**src/rtl/xr_channel_pkg.sv**
```systemverilog
// Package: shared storage-style type and the rule that picks a style.
package xr_channel_pkg;

    typedef enum logic {
        STORE_SHIFT = 1'b0,
        STORE_RING  = 1'b1
    } store_style_e;

    // Small channels use a shift register, larger ones a pointer-addressed ring.
    function automatic store_style_e pick_style(input int depth, input int shift_max);
        return (depth <= shift_max) ? STORE_SHIFT : STORE_RING;
    endfunction

endpackage

```
**src/rtl/xr_delay_line.sv**
```systemverilog
// Module: xr_delay_line
// Delays a bus by N plain register stages; N = 0 gives a straight wire.
// Assumes: all stages clear to zero on synchronous active-low reset.
module xr_delay_line #(
    parameter int W = 1,
    parameter int N = 2
) (
    input  logic         clk,
    input  logic         rst_n,
    input  logic [W-1:0] din,
    output logic [W-1:0] dout
);

    generate
        if (N == 0) begin : g_bypass
            assign dout = din;
        end else begin : g_regs
            logic [W-1:0] stage [N];

            // Shift the bus one stage further on each clock.
            always_ff @(posedge clk) begin
                if (!rst_n) begin
                    for (int i = 0; i < N; i++) stage[i] <= '0;
                end else begin
                    stage[0] <= din;
                    for (int i = 1; i < N; i++) stage[i] <= stage[i-1];
                end
            end

            assign dout = stage[N-1];
        end
    endgenerate

endmodule

```
**src/rtl/xr_store.sv**
```systemverilog
// Module: xr_store
// First-word-fall-through storage with a fill counter and an early-full warning.
// Assumes: the writer never writes when full (guaranteed by the threshold),
// reads are only requested when not empty.
module xr_store
    import xr_channel_pkg::*;
#(
    parameter int           DATA_W   = 32,
    parameter int           DEPTH    = 16,
    parameter int           AF_LEVEL = 8,
    parameter store_style_e STYLE    = STORE_SHIFT,
    localparam int          ADDR_W   = (DEPTH > 1) ? $clog2(DEPTH) : 1,
    localparam int          CNT_W    = $clog2(DEPTH + 1)
) (
    input  logic              clk,
    input  logic              rst_n,
    input  logic              wr_valid,
    input  logic [DATA_W-1:0] wr_data,
    input  logic              rd_take,
    output logic [DATA_W-1:0] rd_data,
    output logic              empty,
    output logic              almost_full,
    output logic [CNT_W-1:0]  fill
);

    // Track how many words are stored.
    always_ff @(posedge clk) begin
        if (!rst_n) begin
            fill <= '0;
        end else begin
            case ({wr_valid, rd_take})
                2'b10:   fill <= fill + CNT_W'(1);
                2'b01:   fill <= fill - CNT_W'(1);
                default: fill <= fill;
            endcase
        end
    end

    assign empty       = (fill == '0);
    assign almost_full = (fill >= CNT_W'(AF_LEVEL));

    generate
        if (STYLE == STORE_SHIFT) begin : g_shift
            logic [DATA_W-1:0] sreg [DEPTH];
            logic [ADDR_W-1:0] head;

            // Push each new word in at the bottom; older words move up.
            always_ff @(posedge clk) begin
                if (wr_valid) begin
                    sreg[0] <= wr_data;
                    for (int i = 1; i < DEPTH; i++) sreg[i] <= sreg[i-1];
                end
            end

            assign head    = empty ? '0 : ADDR_W'(fill - CNT_W'(1));
            assign rd_data = sreg[head];
        end else begin : g_ring
            logic [DATA_W-1:0] mem [DEPTH];
            logic [ADDR_W-1:0] wr_ptr;
            logic [ADDR_W-1:0] rd_ptr;

            // Write the incoming word at the write pointer.
            always_ff @(posedge clk) begin
                if (wr_valid) mem[wr_ptr] <= wr_data;
            end

            // Advance both pointers with wrap at DEPTH.
            always_ff @(posedge clk) begin
                if (!rst_n) begin
                    wr_ptr <= '0;
                    rd_ptr <= '0;
                end else begin
                    if (wr_valid)
                        wr_ptr <= (wr_ptr == ADDR_W'(DEPTH - 1)) ? '0 : wr_ptr + ADDR_W'(1);
                    if (rd_take)
                        rd_ptr <= (rd_ptr == ADDR_W'(DEPTH - 1)) ? '0 : rd_ptr + ADDR_W'(1);
                end
            end

            assign rd_data = mem[rd_ptr];
        end
    endgenerate

endmodule

```
**src/rtl/xr_channel.sv**
```systemverilog
// Module: xr_channel (top)
// Long-distance FIFO channel: forward write strobe/data and backward full flag
// each pass through STAGES register levels; storage warns early by 2*STAGES.
// Assumes: DEPTH > 2 * CROSSINGS * LEVELS_PER_CROSSING.
module xr_channel
    import xr_channel_pkg::*;
#(
    parameter int DATA_W              = 32,
    parameter int DEPTH               = 16,
    parameter int CROSSINGS           = 2,
    parameter int LEVELS_PER_CROSSING = 2,
    parameter int SHIFT_MAX_DEPTH     = 32
) (
    input  logic              clk,
    input  logic              rst_n,
    input  logic              wr_en,
    input  logic [DATA_W-1:0] wr_data,
    output logic              wr_full,
    input  logic              rd_en,
    output logic [DATA_W-1:0] rd_data,
    output logic              rd_empty
);

    localparam int           STAGES   = CROSSINGS * LEVELS_PER_CROSSING;
    localparam int           AF_LEVEL = DEPTH - 2 * STAGES;
    localparam int           CNT_W    = $clog2(DEPTH + 1);
    localparam store_style_e STYLE    = pick_style(DEPTH, SHIFT_MAX_DEPTH);

    logic              accept;
    logic              arr_valid;
    logic [DATA_W-1:0] arr_data;
    logic              af_near;
    logic              take;
    logic [CNT_W-1:0]  fill;

    assign accept = wr_en & ~wr_full;
    assign take   = rd_en & ~rd_empty;

    // Forward path: write strobe and word travel together.
    xr_delay_line #(
        .W (DATA_W + 1),
        .N (STAGES)
    ) u_fwd (
        .clk   (clk),
        .rst_n (rst_n),
        .din   ({accept, wr_data}),
        .dout  ({arr_valid, arr_data})
    );

    // Backward path: early-full warning returns to the producer.
    xr_delay_line #(
        .W (1),
        .N (STAGES)
    ) u_bwd (
        .clk   (clk),
        .rst_n (rst_n),
        .din   (af_near),
        .dout  (wr_full)
    );

    xr_store #(
        .DATA_W   (DATA_W),
        .DEPTH    (DEPTH),
        .AF_LEVEL (AF_LEVEL),
        .STYLE    (STYLE)
    ) u_store (
        .clk         (clk),
        .rst_n       (rst_n),
        .wr_valid    (arr_valid),
        .wr_data     (arr_data),
        .rd_take     (take),
        .rd_data     (rd_data),
        .empty       (rd_empty),
        .almost_full (af_near),
        .fill        (fill)
    );

endmodule

```
**config.mk**
```make
export PLATFORM = sky130hd
export DESIGN_NAME = xr_channel
export DESIGN_NICKNAME = d
export VERILOG_FILES = /design/src/rtl/xr_channel_pkg.sv /design/src/rtl/xr_delay_line.sv /design/src/rtl/xr_store.sv /design/src/rtl/xr_channel.sv
export SDC_FILE = /design/constraint.sdc
export NUM_CORES = 1
export LEC_CHECK = 0
export BUFFER_PORTS_ARGS = -buffer_cell sky130_fd_sc_hd__clkbuf_2
export CAP_MARGIN = 10
export CORE_MARGIN = 8
export CORE_UTILIZATION = 40
export CTS_CLUSTER_SIZE = 25
export DETAILED_ROUTE_END_ITERATION = 12
export SYNTH_ARGS = -nofsm -noshare
export SYNTH_HDL_FRONTEND = slang
export SYNTH_SLANG_ARGS = --single-unit
```
**constraint.sdc**
```tcl
create_clock -name clk -period 39.1 [get_ports clk]
set_clock_uncertainty 0.2 [all_clocks]
set_input_delay 0 -clock clk [delete_from_list [all_inputs] [get_ports clk]]
set_output_delay 0 -clock clk [all_outputs]
set_load 0.05 [all_outputs]
```
==> key figures <==
Run status
  – Outcome: finished, final reports clean

Finish
  – Register area: 18200 µm²
  – Antenna diodes: 0
  – Layout area overhead: 17.6%
  – # nets final: 1751
  – Area occupied by multi-input gates: 5590 µm²
  – Share of cells above drive strength 1: 0.113
  – Fillers: 5173

Floorplanning
  – Width of the die: 262 µm
  – Die area: 68800 µm²
  – Site row count: 90
  – Initial core utilization: 0.404
  – Core area: 60100 µm²
  – Top Ports: 70
  – Die Span Y: 262 µm

Routing
  – DR pass1 iterations: 5
  – DRT Wirelength: 49600 µm
  – Post-route ant nets: 0
  – DR DRC count: 0
  – DR vias/cell: 5.23
  – DR iter-0 viols: 1204
  – DR vias: 13300
  – Wirelength per Cell: 19.5 µm

STA
  – Fmax: 0.189 GHz
  – RSZ-0062 raised after global routing: no
  – Hold violation count in the final report: 0
  – Post-Route Setup TNS: 0 ns
  – Setup violators final: 0
  – Worst-margin pin slew: 1.22 ns
  – Fin crit period: 5.29 ns
  – WHS: 0.198 ns
  – Max-slew violations: 0
  – Slew headroom: 0.190
  – Tcrit/Tclk final: 0.135

Min path
  – HP Class: flip-flop to flip-flop

Worst setup path
  – Setup crit start kind: flip-flop
  – Critical path type: flip-flop to output pin
  – CP delay by family, top: buffers and inverters
  – CP bufs+invs: 3
  – WP data arrival: 5.09 ns
  – Crit path max fanout: 72
  – Crit path cell chain: inv_1 > ha_2 > buf_4 > or2_4 > a211oi_1 > o21ai_0 > a22o_1 > clkbuf_2
  – WP data required: 38.90 ns
  – Worst setup EP type: output pin
  – Crit path max-delay cell type: or2_4
  – CP max stage delay: 0.96 ns

Clocking
  – Worst-skew pair later-pin latency: 0.60 ns
  – CTS resizes: 0
  – Num Clock Sinks: 653
  – Total CTS buffers: 70
  – Clk slew on worst S/H paths: 0.06 ns
  – CTS max path bufs: 3
  – CTS H-tree lvls: 3
  – Clk root buf: clkbuf_16
  – CTS tree: done

Global route
  – Global route overflow: 0
  – First-pass GRT wire length: 77900 µm
  – Pin count of the biggest net entering global routing: 142
  – GR Util All Layers: 0.140
  – Vias in the first global route: 13300
  – Initial antenna violation count: 1

Yosys
  – Post-synth EDFFs: 512
  – Adder-cell area share of the yosys netlist: 0.00206
  – Post-Syn Area: 24300 µm²
  – Yosys synthesis warning count: 0
  – Compound-Gate Fraction of Synth Area: 0.0963
  – Ys async rst share: 0
  – Synth top cells by count: edfxtp_1, dfxtp_1, and2_1
  – Flops & latches, synth: 653
  – Top_reg_cell synth: edfxtp_1
  – Post-synthesis xor/xnor area fraction: 0.00217
  – Avg Cell Area, Syn: 15.6 µm²
  – Top cells by area, synth: edfxtp_1, dfxtp_1, mux2i_1, and2_1, a21oi_1
  – Main combinational cell family by area after synthesis: compound AO/OA/AOI/OAI gates
  – Distinct cells, synth: 33
  – Dominant cell type by area after synthesis: edfxtp_1
  – Syn Nets: 1598
  – Synth top area share: 0.634
  – Multiplexer share of the synthesized area: 0.0528
  – Mapped Cells: 1558
  – Most common cell in the synthesized netlist: edfxtp_1
  – Seq/Total Area, Yosys: 0.750
  – Fraction of the mapped netlist area in simple logic gates: 0.0759

Placed design
  – GPL Wtd Cong: 0.722
  – Port Buf Inserts: 69
  – DP HPWL: 25400 µm

Pwr
  – LEAKAGE: 11.2 nW
  – Max IR drop VDD: 0.0281 mV
  – Power per cell area: 54.4 nW/µm²

Job
  – Max Cap Viol: 0
-- path summary, 6_finish.rpt --
check                            start                          end  slack (ns)  depth (start not counted)
max                    u_store.fill[0]                  rd_data[20]       33.81                          8
min          u_fwd.g_regs.stage[3][21]  u_store.g_shift.sreg[0][21]        0.20                          0
max reg2reg            u_store.fill[0]              u_store.fill[4]       35.74                         11
min reg2reg  u_fwd.g_regs.stage[3][21]  u_store.g_shift.sreg[0][21]        0.20                          0
-- through the flow --
step                      power (mW)  setup slack, ns  cells  instance area [µm²]  utilization
after global placement         0.915            34.40   2320                25300        0.420
after CTS                       1.58            33.74   2548                28500        0.475
after detailed placement       0.916            34.40   2320                25300        0.420
after global routing            1.61            33.54   2548                28500        0.475
final                           1.55            33.81   2548                28500        0.475
after floorplan                0.875            25.64   1558                24300            -
-- per-layer routing --
layer / vias up / share of wire / global-route usage
met5: - / 0 / 0
met4: 0 / 0.025 / 0.0541
met3: 84 / 0.057 / 0.0254
met2: 380 / 0.44 / 0.207
met1: 6630 / 0.48 / 0.204
li1: 6223 / - / -
-- registers in the layout, indices dropped and copies added, names as in the netlist --
| name | cells |
|---|---|
| u_store.g_shift.sreg | 512 |
| u_fwd.g_regs.stage | 132 |
| u_bwd.g_regs.stage | 4 |
| u_store.fill | 5 |
-- layout make-up --
class,instances,share of cell area
sequential,653,0.638
clock inverter,22,0.00587
inverter,3,0.000394
tap,782,0.0343
timing repair buffer,190,0.0529
clock buffer,105,0.0731
multi-input combinational,793,0.196
-- cells by family (layout without fill, tap and decap cells) --
kind of cell	count (synthesis)	in the layout
fa+ha+maj	4	4
mux	128	128
compound gates	361	361
flops	653	653
buf+inv	112	320
simple gates	294	294
xor+xnor	6	6
-- report_power, final --
| group | leakage [nW] | internal [mW] | switching, mW |
|---|---|---|---|
| logic | 2.99 | 0.0512 | 0.107 |
| registers | 7.05 | 0.745 | 0.00389 |
| clock network | 1.11 | 0.383 | 0.263 |
-- cell usage in the layout, fill, tap and decap left out, types with 2 or more instances in the layout --
cell type | synthesis | layout
edfxtp_1 | 512 | 512
and2_1 | 140 | 140
dfxtp_1 | 141 | 139
a21oi_1 | 133 | 132
mux2i_1 | 128 | 128
dlygate4sd3_1 | 0 | 101
clkbuf_16 | 0 | 77
clkbuf_2 | 0 | 69
nor2b_1 | 67 | 67
nand2b_1 | 66 | 66
o21ai_0 | 65 | 65
a221oi_1 | 64 | 64
a211oi_1 | 64 | 64
a22o_1 | 32 | 32
clkbuf_1 | 62 | 21
buf_4 | 3 | 21
clkinv_1 | 0 | 9
clkinv_2 | 0 | 8
nand2_1 | 6 | 6
clkbuf_8 | 0 | 5
inv_1 | 3 | 3
xnor2_1 | 3 | 3
xor2_1 | 3 | 3
ha_1 | 4 | 3
or2_2 | 3 | 2
nor2_2 | 1 | 2
nor2_1 | 4 | 2
nand4b_1 | 2 | 2
inv_6 | 0 | 2
bufinv_16 | 0 | 2
dfxtp_4 | 0 | 2
-- what timing repair did --
action,4_1_cts,5_1_grt
endpoints found under the hold margin,139,0
buffers inserted,0,0
hold buffers,101,0
-- worst register-to-register path: stages, from the launching register on --
cell,delay (ns)
dfxtp_4,0.91
inv_1,0.25
ha_2,0.28
nor4b_4,0.13
buf_4,0.25
nor2b_1,0.16
ha_1,0.26
nand2_1,0.09
or3_1,0.31
a21oi_1,0.18
xor2_1,0.08
and2_1,0.16
(Power assumes the default switching activity.)
